<file path="config.mk">
export PLATFORM = sky130hd
export DESIGN_NAME = vliw5_packer
export DESIGN_NICKNAME = d
export VERILOG_FILES = /design/src/rtl/vp_pkg.sv /design/src/rtl/vp_slot_alloc.sv /design/src/rtl/vp_hazard.sv /design/src/rtl/vp_out_reg.sv /design/src/rtl/vliw5_packer.sv
export SDC_FILE = /design/constraint.sdc
export NUM_CORES = 1
export LEC_CHECK = 0
export CAP_MARGIN = 10
export CORE_ASPECT_RATIO = 1.4
export CORE_MARGIN = 8
export CORE_UTILIZATION = 45
export CTS_CLUSTER_DIAMETER = 200
export DETAILED_ROUTE_END_ITERATION = 10
export PLACE_DENSITY = 0.64
export SLEW_MARGIN = 20
export SYNTH_ARGS = -nofsm -noshare
export SYNTH_HDL_FRONTEND = slang
export SYNTH_SLANG_ARGS = --single-unit
</file>
<file path="constraint.sdc">
create_clock -name clk -period 3.7 [get_ports clk]
set_clock_uncertainty 0.05 [all_clocks]
set_input_delay 0.74 -clock clk [delete_from_list [all_inputs] [get_ports clk]]
set_output_delay 0.74 -clock clk [all_outputs]
set_load 0.01 [all_outputs]
</file>
<file path="src/rtl/vp_pkg.sv">
`timescale 1ns/1ps
package vp_pkg;
  localparam int ALU_SLOTS = 5;
  localparam int GEN_SLOTS = 4;
  localparam int SRC_N     = 3;
  localparam int CLS_W     = 3;

  typedef enum logic [CLS_W-1:0] {
    OPC_ADD   = 3'd0,
    OPC_MUL   = 3'd1,
    OPC_MAD   = 3'd2,
    OPC_IADD  = 3'd3,
    OPC_TRANS = 3'd4,
    OPC_DOT   = 3'd5,
    OPC_BR    = 3'd6,
    OPC_NOP   = 3'd7
  } opc_e;

  // one-hot of the lowest clear bit; zero when all bits are set
  function automatic logic [GEN_SLOTS-1:0] lowest_free(input logic [GEN_SLOTS-1:0] occ);
    logic [GEN_SLOTS-1:0] res;
    res = '0;
    for (int i = GEN_SLOTS-1; i >= 0; i--) begin
      if (!occ[i]) begin
        res = '0;
        res[i] = 1'b1;
      end
    end
    return res;
  endfunction

  function automatic logic is_general(input logic [CLS_W-1:0] c);
    return (c == OPC_ADD) || (c == OPC_MUL) || (c == OPC_MAD) || (c == OPC_IADD);
  endfunction
endpackage

</file>
<file path="src/rtl/vp_slot_alloc.sv">
`timescale 1ns/1ps
module vp_slot_alloc
  import vp_pkg::*;
(
  input  logic [ALU_SLOTS-1:0] occ,
  input  logic                 br_occ,
  input  logic [CLS_W-1:0]     cls,
  output logic                 fit,
  output logic [ALU_SLOTS-1:0] place,
  output logic                 place_br
);
  localparam int HI = ALU_SLOTS - 1;

  logic [GEN_SLOTS-1:0] gen_occ;
  logic [GEN_SLOTS-1:0] gen_pick;
  logic                 gen_full;
  logic                 hi_free;

  assign gen_occ  = occ[GEN_SLOTS-1:0];
  assign gen_pick = lowest_free(gen_occ);
  assign gen_full = &gen_occ;
  assign hi_free  = !occ[HI];

  always_comb begin
    fit      = 1'b0;
    place    = '0;
    place_br = 1'b0;
    if (is_general(cls)) begin
      if (!gen_full) begin
        fit = 1'b1;
        place[GEN_SLOTS-1:0] = gen_pick;
      end else if (hi_free) begin
        fit = 1'b1;
        place[HI] = 1'b1;
      end
    end else if (cls == OPC_TRANS) begin
      if (hi_free) begin
        fit = 1'b1;
        place[HI] = 1'b1;
      end
    end else if (cls == OPC_DOT) begin
      if (gen_occ == '0) begin
        fit = 1'b1;
        place[GEN_SLOTS-1:0] = '1;
      end
    end else if (cls == OPC_BR) begin
      if (!br_occ) begin
        fit = 1'b1;
        place_br = 1'b1;
      end
    end else begin
      fit = 1'b1;  // no-op: consumes nothing
    end
  end
endmodule

</file>
<file path="src/rtl/vp_hazard.sv">
`timescale 1ns/1ps
module vp_hazard
  import vp_pkg::*;
#(
  parameter int REG_W = 5
) (
  input  logic [(1<<REG_W)-1:0]   written,
  input  logic [SRC_N-1:0]        src_en,
  input  logic [SRC_N*REG_W-1:0]  src,
  output logic                    hazard
);
  logic [SRC_N-1:0] hit;

  for (genvar k = 0; k < SRC_N; k++) begin : g_src
    assign hit[k] = src_en[k] & written[src[k*REG_W +: REG_W]];
  end

  assign hazard = |hit;
endmodule

</file>
<file path="src/rtl/vp_out_reg.sv">
`timescale 1ns/1ps
module vp_out_reg #(
  parameter int W = 8
) (
  input  logic         clk,
  input  logic         rst_n,
  input  logic         load,
  input  logic [W-1:0] din,
  input  logic         out_ready,
  output logic         out_valid,
  output logic [W-1:0] dout,
  output logic         free
);
  assign free = !out_valid || out_ready;

  always_ff @(posedge clk or negedge rst_n) begin
    if (!rst_n) begin
      out_valid <= 1'b0;
      dout      <= '0;
    end else if (load) begin
      out_valid <= 1'b1;
      dout      <= din;
    end else if (out_ready) begin
      out_valid <= 1'b0;
    end
  end

  // a stalled bundle stays put
  a_r9_hold_stable: assert property (@(posedge clk) disable iff (!rst_n)
    out_valid && !out_ready |=> out_valid && $stable(dout));
  // a new bundle is loaded only when the stage can give up its content
  a_r9_load_when_free: assert property (@(posedge clk) disable iff (!rst_n)
    load |-> free);
endmodule

</file>
<file path="src/rtl/vliw5_packer.sv">
`timescale 1ns/1ps
module vliw5_packer
  import vp_pkg::*;
#(
  parameter int REG_W = 5
) (
  input  logic                           clk,
  input  logic                           rst_n,
  input  logic                           flush,
  input  logic                           in_valid,
  output logic                           in_ready,
  input  logic [CLS_W-1:0]               in_cls,
  input  logic [REG_W-1:0]               in_dst,
  input  logic [SRC_N-1:0]               in_src_en,
  input  logic [SRC_N*REG_W-1:0]         in_src,
  output logic                           out_valid,
  input  logic                           out_ready,
  output logic [ALU_SLOTS-1:0]           out_alu_mask,
  output logic                           out_br_valid,
  output logic [ALU_SLOTS*CLS_W-1:0]     out_cls,
  output logic [ALU_SLOTS*REG_W-1:0]     out_dst,
  output logic [ALU_SLOTS*SRC_N-1:0]     out_src_en,
  output logic [ALU_SLOTS*SRC_N*REG_W-1:0] out_src,
  output logic [SRC_N-1:0]               out_br_src_en,
  output logic [SRC_N*REG_W-1:0]         out_br_src
);
  localparam int NREG  = 1 << REG_W;
  localparam int SRC_W = SRC_N * REG_W;
  localparam int BW    = ALU_SLOTS + 1 + ALU_SLOTS*CLS_W + ALU_SLOTS*REG_W
                       + ALU_SLOTS*SRC_N + ALU_SLOTS*SRC_W + SRC_N + SRC_W;

  // bundle under construction
  logic [ALU_SLOTS-1:0] acc_mask;
  logic                 acc_br;
  logic [CLS_W-1:0]     acc_cls [ALU_SLOTS];
  logic [REG_W-1:0]     acc_dst [ALU_SLOTS];
  logic [SRC_N-1:0]     acc_sen [ALU_SLOTS];
  logic [SRC_W-1:0]     acc_src [ALU_SLOTS];
  logic [SRC_N-1:0]     acc_bsen;
  logic [SRC_W-1:0]     acc_bsrc;
  logic [NREG-1:0]      written;

  // named internal events
  logic                 cur_fit, new_fit, haz, dep_block;
  logic [ALU_SLOTS-1:0] cur_place, new_place, sel_place;
  logic                 cur_br, new_br, sel_br;
  logic                 take, fit, acc_busy, out_free;
  logic                 close_op, close_fl, close, accept;

  vp_slot_alloc u_alloc_cur (
    .occ(acc_mask), .br_occ(acc_br), .cls(in_cls),
    .fit(cur_fit), .place(cur_place), .place_br(cur_br)
  );

  vp_slot_alloc u_alloc_new (
    .occ('0), .br_occ(1'b0), .cls(in_cls),
    .fit(new_fit), .place(new_place), .place_br(new_br)
  );

  vp_hazard #(.REG_W(REG_W)) u_hazard (
    .written(written), .src_en(in_src_en), .src(in_src), .hazard(haz)
  );

  assign dep_block = haz && (in_cls != OPC_NOP);
  assign take      = in_valid && !flush;
  assign fit       = cur_fit && !dep_block;
  assign acc_busy  = (|acc_mask) || acc_br;
  assign close_op  = take && !fit;
  assign close_fl  = flush && acc_busy;
  assign close     = (close_op || close_fl) && out_free;
  assign in_ready  = !flush && (fit || (out_free && new_fit));
  assign accept    = in_valid && in_ready;
  assign sel_place = !accept ? '0   : (fit ? cur_place : new_place);
  assign sel_br    = !accept ? 1'b0 : (fit ? cur_br    : new_br);

  always_ff @(posedge clk or negedge rst_n) begin
    if (!rst_n) begin
      acc_mask <= '0;
      acc_br   <= 1'b0;
      acc_bsen <= '0;
      acc_bsrc <= '0;
      written  <= '0;
      for (int i = 0; i < ALU_SLOTS; i++) begin
        acc_cls[i] <= OPC_NOP;
        acc_dst[i] <= '0;
        acc_sen[i] <= '0;
        acc_src[i] <= '0;
      end
    end else begin
      if (close) begin
        acc_mask <= '0;
        acc_br   <= 1'b0;
        acc_bsen <= '0;
        acc_bsrc <= '0;
        written  <= '0;
        for (int i = 0; i < ALU_SLOTS; i++) begin
          acc_cls[i] <= OPC_NOP;
          acc_dst[i] <= '0;
          acc_sen[i] <= '0;
          acc_src[i] <= '0;
        end
      end
      if (accept) begin
        acc_mask <= (close ? '0 : acc_mask) | sel_place;
        for (int i = 0; i < ALU_SLOTS; i++) begin
          if (sel_place[i]) begin
            acc_cls[i] <= in_cls;
            acc_dst[i] <= in_dst;
            acc_sen[i] <= in_src_en;
            acc_src[i] <= in_src;
          end
        end
        if (sel_br) begin
          acc_br   <= 1'b1;
          acc_bsen <= in_src_en;
          acc_bsrc <= in_src;
        end
        if (|sel_place) written[in_dst] <= 1'b1;
      end
    end
  end

  // flatten the bundle for the output stage
  logic [ALU_SLOTS*CLS_W-1:0] f_cls;
  logic [ALU_SLOTS*REG_W-1:0] f_dst;
  logic [ALU_SLOTS*SRC_N-1:0] f_sen;
  logic [ALU_SLOTS*SRC_W-1:0] f_src;

  for (genvar i = 0; i < ALU_SLOTS; i++) begin : g_flat
    assign f_cls[i*CLS_W +: CLS_W] = acc_cls[i];
    assign f_dst[i*REG_W +: REG_W] = acc_dst[i];
    assign f_sen[i*SRC_N +: SRC_N] = acc_sen[i];
    assign f_src[i*SRC_W +: SRC_W] = acc_src[i];
  end

  logic [BW-1:0] bundle_d, bundle_q;
  assign bundle_d = {acc_mask, acc_br, f_cls, f_dst, f_sen, f_src, acc_bsen, acc_bsrc};

  vp_out_reg #(.W(BW)) u_out (
    .clk(clk), .rst_n(rst_n), .load(close), .din(bundle_d),
    .out_ready(out_ready), .out_valid(out_valid), .dout(bundle_q), .free(out_free)
  );

  assign {out_alu_mask, out_br_valid, out_cls, out_dst, out_src_en, out_src,
          out_br_src_en, out_br_src} = bundle_q;

  // the allocator never picks a lane that is already occupied
  a_r2_no_overlap: assert property (@(posedge clk) disable iff (!rst_n)
    accept && fit |-> (cur_place & acc_mask) == '0);
  // a read of a register written in the bundle forces a close when possible
  a_r6_dep_closes: assert property (@(posedge clk) disable iff (!rst_n)
    take && dep_block && acc_busy && out_free |-> close);
  // no input is taken while flushing
  a_r8_flush_blocks: assert property (@(posedge clk) disable iff (!rst_n)
    flush |-> !in_ready);
  // a flush with a free output empties the bundle
  a_r8_flush_drains: assert property (@(posedge clk) disable iff (!rst_n)
    flush && out_free |=> !acc_busy);

  for (genvar i = 0; i < ALU_SLOTS; i++) begin : g_out_chk
    // unoccupied lanes present a no-op
    a_r1_idle_nop: assert property (@(posedge clk) disable iff (!rst_n)
      out_valid && !out_alu_mask[i] |->
        out_cls[i*CLS_W +: CLS_W] == OPC_NOP && out_dst[i*REG_W +: REG_W] == '0);
    // a dot product always occupies the four general lanes
    a_r4_dot_full: assert property (@(posedge clk) disable iff (!rst_n)
      out_valid && out_alu_mask[i] && out_cls[i*CLS_W +: CLS_W] == OPC_DOT |->
        out_alu_mask[GEN_SLOTS-1:0] == '1);
    if (i < GEN_SLOTS) begin : g_gen
      // transcendentals never appear in a general lane
      a_r3_no_trans_gen: assert property (@(posedge clk) disable iff (!rst_n)
        out_valid && out_alu_mask[i] |-> out_cls[i*CLS_W +: CLS_W] != OPC_TRANS);
    end
  end
endmodule

</file>
==> results_dict.tcl, run 1 <==
set metrics [dict create \
    status "finished, violations left" \
    violations "setup timing" \
    rsz0062_at_grt "true" \
    synth_top_area_share_pct 56.7 \
    clockRootBuffer "clkbuf_16" \
    dp_slack_ns -1.09 \
    syn_inst 1479 \
    core_area_um2 31500 \
    crit_buf_inv 4 \
    start_kind "primary input" \
    maxSlewHeadroom_pct 30.3 \
    gr-usage-all-layers_pct 21.2 \
    finalSetupViolCount 1 \
    synth.largest_area_cell "dfrtp_1" \
    vias 11400 \
    r2r_start "written[14]" \
    crit_path_end_kind "output port" \
    initial_utilization_pct 45.6 \
    multi_input_area_um2 5280 \
    syn-num-nets 1510 \
    grt_pass1_wl_mm 64.0 \
    ant_nets 0 \
    dieArea_um2 38000 \
    clk_pin_slew_ns 0.06 \
    synth_area_leaders "dfrtp_1 (57%), nand2_1 (18%), o21ai_0 (3.6%)" \
    max_freq_mhz 263 \
    seqCellArea_um2 8550 \
    io_buffers 186 \
    ys_ff_latch 341 \
    synthFlopType "dfrtp_1" \
    cts_tree "yes" \
    slowest_stage "mux4_2" \
    grt_max_degree 82 \
    critPathLaunch "in_src[5]" \
    path_cells "buf_6 -> buf_8 -> mux4_2 -> mux2_4 -> a221o_1 -> a222oi_1 -> buf_4 -> a31oi_4 -> a21oi_2 -> buf_2" \
    first_pass_iters 5 \
    seq_area_frac_synth_pct 59.5 \
    stdcell_area_um2 19000 \
    setup-tns-final_ns -0.105 \
    crit_family "compound AO/OA/AOI/OAI gates" \
    arrival_ns 3.01 \
    die_y_um 228 \
    vias_per_cell 5.25 \
    wl_per_cell_um 18.6 \
    tightest_slew_ns 1.04 \
    cellPowerDensity_nw_per_um2 711 \
    finalWirelength_mm 40.1 \
    crit_fanout 5 \
    syn_area_um2 14400 \
    clock_sinks 341 \
    synthArstFlopShare_pct 100 \
    fin_crit_ns 3.80 \
    timing.final.crit_share_pct 103 \
    fillers 2662 \
    cp_slowest_stage_delay_ns 0.49 \
    ioPinCount 187 \
    synth-edff-count 0 \
    route.detailed.drc 0 \
    cts_buffers 34 \
    drive_gt1_share_pct 15.0 \
    peakVddDrop_mv 0.375 \
    maxSlewViolCount 0 \
    hold_path_class "primary input to async pin" \
    yosysWarnings 0 \
    grt-ovfl-total 0 \
    ys_types 53 \
    cts_max_level 2 \
    grt_pass1_vias 11600 \
    synthToLayoutAreaGrowth_pct 32.4 \
    die_w_um 167 \
    rows 77 \
    synth_area_per_cell_um2 9.72 \
    gp_congestion 0.882 \
    hold_viol_final 0 \
    drtIter0Drc 698 \
    clk_latency_ns 0.52 \
    cap_viol_max_count 0 \
    path_class "primary input to output port" \
    clockBufferDepth 3 \
    antenna_found_initial 1 \
    fin_util_pct 60.4 \
    required_ns 2.91 \
    p_leak_nw 9.16 \
    hpwl_mm 28.9 \
    fin_ws_ns -0.105 \
    final_nets 1775 \
    dpl_cell_area_um2 17800 \
]
## worst paths after layout
kind                                  end  slack (ns)  cells after the start
max                              in_ready       -0.10                     10
min reg2reg                u_out.dout[84]        0.41                      2
min in group clk           u_out.dout[84]        0.41                      2
max reg2reg                   acc_src[39]        0.21                     13
max in group asynchronous      acc_sen[1]        2.58                      2
min                            acc_dst[0]        0.18                      1
## worst register-to-register path, stage by stage, from the launching register on
cell and delay [ns]:
dfrtp_1 0.39, mux4_2 0.46, mux2_4 0.28, a221o_1 0.37, a222oi_1 0.33, buf_4 0.19, buf_4 0.10, and3_2 0.22
buf_4 0.14, o41a_2 0.19, buf_12 0.19, buf_12 0.21, nand2_1 0.07, o21ai_0 0.19
## per-layer routing
layer / track usage [%] / vias up / wire, µm
met5: 0 / - / 0
met1: 24.9 / 5603 / 16000
met2: 38.3 / 306 / 21000
li1: - / 5378 / -
met4: 8.24 / 0 / 1290
met3: 3.75 / 70 / 1890
## cells in the mapped netlist (3+ instances only)
| cell type | n |
|---|---|
| mux2i_1 | 34 |
| a21oi_1 | 9 |
| nand3_1 | 5 |
| buf_1 | 4 |
| o21ai_0 | 102 |
| mux2_2 | 4 |
| nand2b_1 | 4 |
| dfstp_2 | 15 |
| nand2_1 | 683 |
| a32o_1 | 33 |
| o21ai_1 | 7 |
| nor2b_1 | 4 |
| clkbuf_1 | 32 |
| a21o_1 | 7 |
| nand3b_1 | 3 |
| nor3_1 | 15 |
| buf_2 | 48 |
| nor2_1 | 20 |
| a31oi_1 | 3 |
| buf_6 | 4 |
| dfrtp_1 | 326 |
| buf_4 | 18 |
| inv_1 | 25 |
| mux4_2 | 21 |
| a22o_1 | 18 |
## power by group
group          switching, mW  internal (mW)
clock                   1.41           2.20
combinational           2.41           2.21
sequential             0.579           4.73
## final cells by class
| class | instances | area share (%) |
|---|---|---|
| Antenna cell | 1 | 0.0131 |
| Sequential cell | 341 | 44.9 |
| Multi-Input combinational cell | 1006 | 27.7 |
| Inverter | 25 | 0.493 |
| Tap cell | 395 | 2.60 |
| Clock inverter | 8 | 0.762 |
| Clock buffer | 51 | 5.40 |
| Timing Repair Buffer | 336 | 18.1 |
## cell families after synthesis
family | Yosys count | synth area share [%]
DFF | 341 | 59.5
muxes | 60 | 6.07
AOI/OAI and AO/OA | 203 | 9.82
and+or+nand+nor | 743 | 20.1
buffers and inverters | 132 | 4.55
## state kept, by name, indices dropped and copies added (netlist names)
| register | cells |
|---|---|
| acc_bsrc | 15 |
| u_out.dout | 154 |
| acc_mask | 5 |
| written | 32 |
| u_out.out_valid | 1 |
| acc_br | 1 |
| acc_bsen | 3 |
| acc_sen | 15 |
| acc_dst | 25 |
| acc_cls | 15 |
| acc_src | 75 |
## layout by cell type (no fill, tap or decap), drive strengths merged, types with 3 or more instances in the layout
cell and n:
o21ai 109, mux2i 35, a21oi 10, a32o 33, nor2 22, nand3 5, a31oi 4, o32ai 4
nand3b 3, nand2b 4, nor2b 4, mux4 21, buf 153, inv 25, dfstp 15, bufinv 4
a21o 7, nor3 15, nand2 683, a22o 18, mux2 4, clkdlybuf4s50 181, dfrtp 326, clkbuf 51
## per-stage QoR
stage,power [mW],cells,hold WS (ns)
after global placement,9.90,2097,0.398
after CTS,13.7,2161,0.204
after floorplan,7.43,1479,0.389
after detailed placement,9.98,2097,0.398
after global routing,14.3,2163,0.236
final,13.5,2163,0.184
## what timing repair did
| item | 4_1_cts | 5_1_grt |
|---|---|---|
| hold buffers | 0 | 0 |
| setup buffers | 5 | 1 |
| setup endpoints to repair | 335 | 89 |
| resized for setup | 20 | 2 |
| pin swaps | 6 | 2 |
No activity file was read; power rests on OpenSTA's default activity.
==> run 2, diff against run 1 <==
- PLACE_DENSITY: 0.64 -> 0.76
==> run 2 against run 1 <==
Net effect:
- the run now ends clean
- non-clock buffer count rose by 18
- critical path depth down 1
- sequential power is essentially flat
- core utilization rose by 0.10 points
- highest routed layer unchanged
==> results_dict.tcl, run 2 (synthesis gave the netlist of run 1 again) <==
set metrics [dict create \
    grt_pass1_vias 12000 \
    cts_buffers 34 \
    maxSlewViolCount 0 \
    hold_path_class "primary input to async pin" \
    dpl.cell_count 2105 \
    fin_util_pct 60.5 \
    fin_crit_ns 3.69 \
    p_leak_nw 9.23 \
    start_kind "primary input" \
    clockBufferDepth 3 \
    clockRootBuffer "clkbuf_16" \
    largest-register "u_out.dout" \
    use_met2_pct 38.5 \
    cp_slowest_stage_delay_ns 0.51 \
    ioPinCount 187 \
    cap_viol_max_count 0 \
    cts_max_level 2 \
    path_class "primary input to output port" \
    grt-ovfl-total 0 \
    critPathLaunch "in_src[10]" \
    stdcell_count 2183 \
    io_buffers 186 \
    wl_per_cell_um 18.8 \
    gp_congestion 0.868 \
    met1_usage_pct 23.9 \
    crit_family "buffers and inverters" \
    crit_fanout 7 \
    clk_latency_ns 0.53 \
    required_ns 2.91 \
    layout.cells.most_common_list "nand2_1 (683), dfrtp_1 (326), clkdlybuf4s50_1 (179)" \
    fillers 2505 \
    max_freq_mhz 271 \
    vias 11600 \
    route.detailed.drc 0 \
    finalWirelength_mm 40.9 \
    rsz0062_at_grt "true" \
    p_total_mw 13.5 \
    grt_pass1_wl_mm 64.6 \
    timing.final.crit_share_pct 99.9 \
    antenna_found_initial 3 \
    crit_buf_inv 3 \
    die_w_um 167 \
    final_nets 1793 \
    initial_utilization_pct 45.6 \
    die_y_um 228 \
    slowest_stage "clkdlybuf4s50_1" \
    status "finished clean" \
    hpwl_mm 29.3 \
    crit_path_end_kind "output port" \
    drtIter0Drc 762 \
    tightest_slew_ns 0.768 \
    arrival_ns 2.90 \
    drive_gt1_share_pct 16.0 \
    synthToLayoutAreaGrowth_pct 32.6 \
    dieArea_um2 38000 \
    hold_viol_final 0 \
    grt_max_degree 94 \
    clock_sinks 341 \
    cellPowerDensity_nw_per_um2 707 \
    ant_nets 0 \
    grt-busiest-layer "met2" \
    ctsHoldBuffers 0 \
    peakVddDrop_mv 0.438 \
    finalSetupViolCount 0 \
    first_pass_iters 6 \
    path_cells "clkdlybuf4s50_1 -> buf_12 -> mux4_2 -> mux2_2 -> nand3_1 -> a32o_2 -> a31oi_4 -> a21oi_2 -> buf_2" \
    clk_pin_slew_ns 0.06 \
    final_common_cell "nand2_1" \
    r2r_start "written[14]" \
    met3_usage_pct 3.54 \
    maxSlewHeadroom_pct 48.7 \
    vias_per_cell 5.30 \
    top_regs "u_out.dout: 154 flops, acc_src: 75 flops, written: 32 flops" \
    largest_reg_flops 154 \
    gr-usage-all-layers_pct 21.4 \
    rows 77 \
    core_area_um2 31500 \
    cts_tree "yes" \
]
[run 2: changes by cell type in the layout (fill, tap and decap cells not counted), sizes merged]
cell           previous run  this run
diode                     1         2
dlymetal6s2s              0         2
bufinv                    4         2
clkdlybuf4s50           181       179
clkinv                    2         5
buf                     153       169
inv                      25        28
dlygate4sd2               2         1
[run 2: repair_timing]
action,4_1_cts,5_1_grt
pin swaps,5,4
gates cloned,0,2
resized for setup,23,9
setup buffers,8,7
endpoints found under the setup margin,339,308
[run 2: final timing paths]
kind | depth (start not counted) | slack (ns) | endpoint
max reg2reg | 14 | 0.13 | acc_sen[5]
max | 9 | 0.005 | in_ready
min | 1 | 0.17 | acc_sen[5]
min in group clk | 2 | 0.41 | u_out.dout[49]
min reg2reg | 2 | 0.41 | u_out.dout[49]
max in group asynchronous | 2 | 2.51 | acc_cls[9]
[run 2: cell type report]
type | count | area, µm² | share of cell area, %
diodes | 2 | 5.00 | 0.0262
clock buffers | 48 | 963 | 5.05
clock inverters | 12 | 140 | 0.735
inverters | 25 | 93.8 | 0.492
multi-input cells | 1006 | 5280 | 27.7
flip-flops and latches | 341 | 8550 | 44.8
well taps | 395 | 494 | 2.59
repair buffers | 354 | 3540 | 18.6
[run 2: report_power, final]
part | switching (mW) | internal, mW | total [mW]
Clock | 1.46 | 1.98 | 3.44
Sequential | 0.578 | 4.73 | 5.31
Combinational | 2.47 | 2.28 | 4.74
Total | 4.50 | 8.98 | 13.5
[run 2: per-layer routing]
metal	vias up	wire (µm)	share of wire, %
li1	5415	-	-
met1	5724	15500	38
met2	317	21600	53
met3	114	1700	4.2
met4	0	2190	5.3
met5	-	0	0
[run 2: stage by stage]
stage | TNS [ns] | cell area [µm²] | hold WS (ns) | worst slack, ns
detailed placement | -213.48 | 17700 | 0.401 | -1.05
finish | 0 | 19100 | 0.165 | 0.00504
CTS | -0.0411 | 18900 | 0.197 | -0.0411
floorplan | 0 | 14400 | 0.389 | 0.0689
global route | -0.0696 | 19100 | 0.216 | -0.0658
global placement | -187.86 | 17700 | 0.397 | -1.04
==> run 3, diff against run 2 <==
- CAP_MARGIN: 10 -> 30
==> results of run 3 <==
Final layout, timing and power as in run 2 (identical DEF).
